**config.mk**
```make
export PLATFORM = sky130hd
export DESIGN_NAME = uart_frame_tx
export DESIGN_NICKNAME = d
export VERILOG_FILES = /design/src/rtl/uart_tx_pkg.sv /design/src/rtl/uart_tx_parity.sv /design/src/rtl/uart_tx_payload.sv /design/src/rtl/uart_frame_tx.sv
export SDC_FILE = /design/constraint.sdc
export NUM_CORES = 1
export LEC_CHECK = 0
export ABC_CLOCK_PERIOD_IN_PS = 1700
export BUFFER_PORTS_ARGS = -buffer_cell sky130_fd_sc_hd__buf_2
export CAP_MARGIN = 20
export CORE_ASPECT_RATIO = 1.5
export CORE_MARGIN = 4
export CORE_UTILIZATION = 49
export CTS_CLUSTER_SIZE = 30
export DETAILED_ROUTE_END_ITERATION = 10
export PLACE_DENSITY = 0.74
export RECOVER_POWER = 25
export REMOVE_ABC_BUFFERS = 1
export SYNTH_ARGS = -nofsm -noshare
export SYNTH_HDL_FRONTEND = slang
export SYNTH_HIERARCHICAL = 1
export SYNTH_SLANG_ARGS = --single-unit
```
**constraint.sdc**
```tcl
create_clock -name clk -period 1.7 [get_ports clk]
set_input_delay 0.085 -clock clk [delete_from_list [all_inputs] [get_ports clk]]
set_output_delay 0.085 -clock clk [all_outputs]
set_load 0.02 [all_outputs]
```
**src/rtl/uart_tx_pkg.sv**
```systemverilog
package uart_tx_pkg;

    typedef enum logic [1:0] {
        ST_IDLE  = 2'd0,
        ST_START = 2'd1,
        ST_DATA  = 2'd2,
        ST_STOP  = 2'd3
    } tx_state_t;

endpackage

```
**src/rtl/uart_tx_parity.sv**
```systemverilog
module uart_tx_parity #(
    parameter int DATA_W = 9
) (
    input  logic [DATA_W-1:0] word,
    input  logic              wide,
    input  logic              odd,
    output logic              par
);

    // Covered bits: DATA_W-1 low bits when wide, DATA_W-2 otherwise.
    always_comb begin
        par = odd;
        for (int i = 0; i < DATA_W - 1; i++) begin
            if ((i < DATA_W - 2) || wide) begin
                par = par ^ word[i];
            end
        end
    end

endmodule

```
**src/rtl/uart_tx_payload.sv**
```systemverilog
module uart_tx_payload #(
    parameter int DATA_W = 9
) (
    input  logic [DATA_W-1:0] word,
    input  logic              wide,
    input  logic              par_en,
    input  logic              par,
    output logic [DATA_W-1:0] payload
);

    for (genvar i = 0; i < DATA_W; i++) begin : g_slot
        if (i == DATA_W - 1) begin : g_top_wide
            assign payload[i] = !wide ? 1'b0 : (par_en ? par : word[i]);
        end else if (i == DATA_W - 2) begin : g_top_narrow
            assign payload[i] = (par_en && !wide) ? par : word[i];
        end else begin : g_plain
            assign payload[i] = word[i];
        end
    end

endmodule

```
**src/rtl/uart_frame_tx.sv**
```systemverilog
module uart_frame_tx #(
    parameter int DATA_W = 9
) (
    input  logic              clk,
    input  logic              rst_n,
    input  logic [DATA_W-1:0] tx_word,
    input  logic              load,
    input  logic              wide9,
    input  logic              par_en,
    input  logic              par_odd,
    input  logic              baud_tick,
    output logic              txd,
    output logic              busy,
    output logic              done
);
    import uart_tx_pkg::*;

    localparam int CNT_W = $clog2(DATA_W);
    localparam logic [CNT_W-1:0] LAST_WIDE   = CNT_W'(DATA_W - 1);
    localparam logic [CNT_W-1:0] LAST_NARROW = CNT_W'(DATA_W - 2);

    tx_state_t         state_q, state_d;
    logic [DATA_W-1:0] shreg_q;
    logic [CNT_W-1:0]  cnt_q;
    logic [CNT_W-1:0]  last_q;
    logic              done_q;
    logic              par_bit;
    logic [DATA_W-1:0] payload;

    uart_tx_parity #(.DATA_W(DATA_W)) u_parity (
        .word (tx_word),
        .wide (wide9),
        .odd  (par_odd),
        .par  (par_bit)
    );

    uart_tx_payload #(.DATA_W(DATA_W)) u_payload (
        .word    (tx_word),
        .wide    (wide9),
        .par_en  (par_en),
        .par     (par_bit),
        .payload (payload)
    );

    // Next-state logic
    always_comb begin
        state_d = state_q;
        unique case (state_q)
            ST_IDLE:  if (load)      state_d = ST_START;
            ST_START: if (baud_tick) state_d = ST_DATA;
            ST_DATA:  if (baud_tick && (cnt_q == last_q)) state_d = ST_STOP;
            ST_STOP:  if (baud_tick) state_d = ST_IDLE;
            default:                 state_d = ST_IDLE;
        endcase
    end

    // State register
    always_ff @(posedge clk or negedge rst_n) begin
        if (!rst_n) state_q <= ST_IDLE;
        else        state_q <= state_d;
    end

    // Datapath: shifter, slot counter, done pulse
    always_ff @(posedge clk or negedge rst_n) begin
        if (!rst_n) begin
            shreg_q <= '0;
            cnt_q   <= '0;
            last_q  <= '0;
            done_q  <= 1'b0;
        end else begin
            done_q <= (state_q == ST_STOP) && baud_tick;
            if ((state_q == ST_IDLE) && load) begin
                shreg_q <= payload;
                cnt_q   <= '0;
                last_q  <= wide9 ? LAST_WIDE : LAST_NARROW;
            end else if ((state_q == ST_DATA) && baud_tick) begin
                shreg_q <= shreg_q >> 1;
                cnt_q   <= cnt_q + 1'b1;
            end
        end
    end

    // Outputs
    always_comb begin
        txd  = 1'b1;
        busy = 1'b1;
        unique case (state_q)
            ST_IDLE:  begin txd = 1'b1; busy = 1'b0; end
            ST_START: txd = 1'b0;
            ST_DATA:  txd = shreg_q[0];
            ST_STOP:  txd = 1'b1;
            default:  begin txd = 1'b1; busy = 1'b0; end
        endcase
        done = done_q;
    end

    // Assertions
    a_r2_start_low: assert property (@(posedge clk) disable iff (!rst_n)
        $rose(busy) |-> !txd);

    a_r3_hold_without_tick: assert property (@(posedge clk) disable iff (!rst_n)
        (busy && $past(busy) && !$past(baud_tick)) |-> $stable(txd));

    a_r3_slot_in_range: assert property (@(posedge clk) disable iff (!rst_n)
        (state_q == ST_DATA) |-> (cnt_q <= last_q));

    a_r4_idle_high: assert property (@(posedge clk) disable iff (!rst_n)
        !busy |-> txd);

    a_r9_done_single: assert property (@(posedge clk) disable iff (!rst_n)
        done |=> !done);

    a_r9_done_ends_busy: assert property (@(posedge clk) disable iff (!rst_n)
        done |-> (!busy && $past(busy)));

endmodule

```
==> results list <==
- The flow ran to the end, and the final reports show no timing, DRC or antenna violations.
* Number of violations of the max-capacitance limit: 0
* DP Worst Slack: -0.0490 ns
- Worst path arrival time: 1.78 ns
* Number of register bits inferred by synthesis: 18
- Start point of the critical path: cnt_q[2]
* Worst setup slack after layout: 0.0794 ns
- I/O pins: 19
* Maximum number of pins on one net before global-route repair: 23
- Worst R2R Path Depth: 3
- Area growth from synthesis to layout: 14.9%
- Via-per-instance ratio: 5.46
* Endpoint of the worst-slack reg-to-reg timing path: state_q[1]
* Share of the core filled with cells in the final layout: 0.585
- The number of clock buffers added by TritonCTS is 3.
* Shortest period the worst path allows: 1.62 ns
* Standard-cell row count: 21
- Destination of the critical timing path: state_q[1]
- Netlist Area Pre-Place: 0.00114 sq mm
- Leftover overflow at the end of global routing: 0
* Fill cell instance count of the final layout: 191
- TritonCTS built the clock tree.
* Maximum clock frequency: 0.617 GHz
* Net count reported at finish: 157
- The final hold violation count was 0.
- Critical Path, Cell by Cell: or4_4 > a2111oi_4 > o311ai_4
- In this run the number of H-tree levels came out at 1.
* Global-route wire length before repair: 3390 um
* Final-report max-slew violation count: 0
- On the worst path, the slowest cell contributes a delay of 0.56 ns.
- Post-Route WL: 2090 um
- Synthesis instantiated 30 different standard cells from the library.
- X dimension of the die: 47.3 um
- Final setup fails: 0
- Worst hold path type: primary input to register
- Worst flop-to-flop path startpoint: cnt_q[2]
- Die extent in y: 67.0 um
- Dividing the detail-routed wire length by the instance count gives 13.4 um.
- For this run, the number of Yosys warnings is 6.
- After floorplanning, the core was sized to cover 0.00223 sq mm.
- Iteration count of the initial detailed-routing pass: 3
- For the worst-skew pair, the clock arrives at the later sink with an insertion delay of 0.29 ns.
- Clock transition at the registers of the reported paths: 0.10 ns
- Counting buffers and inverters, the worst setup path is 3 cells deep.
- The worst hold path was traced through 3 stages.
* Root Driver: sky130_fd_sc_hd__clkbuf_4
* Crit path capture type: register
- Critical path peak fanout: 2
- Count of nets left with antenna violations after detail routing: 0
- Required time worst endpoint: 1.86 ns
- After routing the design area is 0.00131 sq mm.
- For the pin with the worst max-slew slack, the measured transition is 0.964 ns.
- Routability-driven placement finished with a final weighted congestion of 0.880.
* Slowest cell on the critical path: sky130_fd_sc_hd__or4_4
- For this block, the initial DRC count from the detailed router was 14.
- The critical path is of the register to register type.
- Post-synthesis cell count: 114
- Ratio of final minimum period to clock period: 0.953
- Power density over the cells: 1570 mW/mm^2
- Clk buf depth: 2
* Dpl cell area: 0.00124 sq mm
- The die covers 0.00317 sq mm.
- Remaining routing DRC violations: 0
- Buffers and inverters on the worst path: 0
- Num Clock Sinks: 18
- Setup repair after global routing left no endpoint under its margin.
- Most frequent cells in the layout: 20 x sky130_fd_sc_hd__nand2_1, 18 x sky130_fd_sc_hd__dfrtp_1, 17 x sky130_fd_sc_hd__buf_2
* Synth Area per Inst: 9.98 sq um
- Leakage: 0.000656 uW
- VDD sags by at most 0.000724 V.
- Setup slack, reg-to-reg: 0.08 ns
* Proportion of layout cells with a drive suffix above 1: 0.301
- On the critical path the largest part of the delay comes from simple AND/OR/NAND/NOR gates.
* Initial core utilization: 0.509
- Slew headroom: 0.357
- Number of global-route vias before repair: 815
* Post-route clock skew: 0.00665 ns
- The number of antenna diodes in the final layout is 0.
* Crit start category: register
- The number of antenna violations at the first check in global routing came to 0.
* Tot GR Track Use: 0.149
* # port buffers: 18
- Most common library cell in the layout ignoring fill and taps: sky130_fd_sc_hd__nand2_1
- For this run, the register share of the synthesized area comes to 0.396.
- Post-detailed-placement half-perimeter wirelength: 1660 um
* Total number of vias: 852
## cell families (layout without fill, tap and decap cells)
kind of cell / Yosys count / after routing / synth area share
simple gates: 37 / 37 / 0.157
compound gates: 19 / 19 / 0.122
flops: 18 / 18 / 0.396
buf+inv: 14 / 33 / 0.0704
xor+xnor: 10 / 10 / 0.0957
mux: 10 / 10 / 0.0924
fa+ha+maj: 6 / 6 / 0.0660
## power by group
group | switching (uW) | internal [uW]
combinational | 572 | 544
sequential | 123 | 607
clock | 124 | 82.4
## final cells by class
type                       instances  area (sq um)  area share
timing repair buffer              26           155       0.119
clock buffer                       3          22.5      0.0172
multi-input combinational         82           634       0.486
sequential                        18           450       0.345
tap                               23          28.8      0.0220
inverter                           4          15.0      0.0115
## state kept, by name, summed over array words and instances, names as in the netlist
signal / count
last_q: 2
done: 1
state_q: 2
cnt_q: 4
shreg_q: 9
## cells in the mapped netlist
cell / number / area share
sky130_fd_sc_hd__or4_4: 1 / 0.0099
sky130_fd_sc_hd__buf_2: 1 / 0.0044
sky130_fd_sc_hd__mux2i_1: 9 / 0.079
sky130_fd_sc_hd__nand2b_1: 2 / 0.011
sky130_fd_sc_hd__mux2_4: 1 / 0.013
sky130_fd_sc_hd__nand4_1: 1 / 0.0055
sky130_fd_sc_hd__or3_1: 1 / 0.0055
sky130_fd_sc_hd__a21oi_1: 3 / 0.013
sky130_fd_sc_hd__nor2b_1: 2 / 0.011
sky130_fd_sc_hd__a2111oi_4: 1 / 0.024
sky130_fd_sc_hd__nand3_1: 4 / 0.018
sky130_fd_sc_hd__xnor3_1: 1 / 0.020
sky130_fd_sc_hd__a2111o_1: 1 / 0.0099
sky130_fd_sc_hd__clkbuf_1: 2 / 0.0066
sky130_fd_sc_hd__ha_1: 6 / 0.066
sky130_fd_sc_hd__or4b_2: 1 / 0.0088
sky130_fd_sc_hd__o32a_2: 1 / 0.0099
sky130_fd_sc_hd__inv_1: 4 / 0.013
sky130_fd_sc_hd__o311ai_1: 1 / 0.0077
sky130_fd_sc_hd__xor2_1: 3 / 0.023
sky130_fd_sc_hd__and2_1: 2 / 0.011
sky130_fd_sc_hd__nor2_1: 2 / 0.0066
sky130_fd_sc_hd__o21ba_2: 1 / 0.0088
sky130_fd_sc_hd__xnor2_1: 5 / 0.039
sky130_fd_sc_hd__buf_4: 7 / 0.046
sky130_fd_sc_hd__dfrtp_1: 18 / 0.40
sky130_fd_sc_hd__nor3_1: 1 / 0.0044
sky130_fd_sc_hd__nand2_1: 20 / 0.066
sky130_fd_sc_hd__o21ai_0: 11 / 0.048
sky130_fd_sc_hd__xnor2_2: 1 / 0.014
## worst min-delay path by stage
stage | slack [ns] | endpoint | from
after floorplan | -0.21 | cnt_q[0] | rst_n
after global placement | 0.03 | done | rst_n
after detailed placement | 0.04 | done | rst_n
after CTS | 0.01 | shreg_q[0] | tx_word[0]
after global routing | 0.03 | shreg_q[0] | tx_word[0]
final | 0.02 | shreg_q[0] | tx_word[0]
## stage by stage
stage	instances	hold WS, ns	total power (uW)	setup TNS, ns
after floorplan	104	-0.211	1410	0
after global placement	151	0.0264	1690	0
after detailed placement	151	0.0386	1740	-0.0987
after CTS	156	0.0132	2070	0
after global routing	156	0.0290	2200	0
final	156	0.0166	2050	0
## layer usage
layer	vias up	track usage	wire length (um)
met4	0	0.0727	38
met5	-	0	0
met2	19	0.248	1080
li1	424	-	-
met3	5	0.0297	114
met1	404	0.173	855
## tightest hold or removal path, stage by stage
cell and delay [ns]:
sky130_fd_sc_hd__buf_2 0.09, sky130_fd_sc_hd__nand2_1 0.04, sky130_fd_sc_hd__o21ai_0 0.05
## repair_timing
action	4_1_cts	5_1_grt
pin swaps	0	1
resized for setup	8	1
buffers inserted	1	0
setup endpoints to repair	9	3
hold buffers	1	0
endpoints found under the hold margin	18	0
No activity file was read; power rests on OpenSTA's default activity.
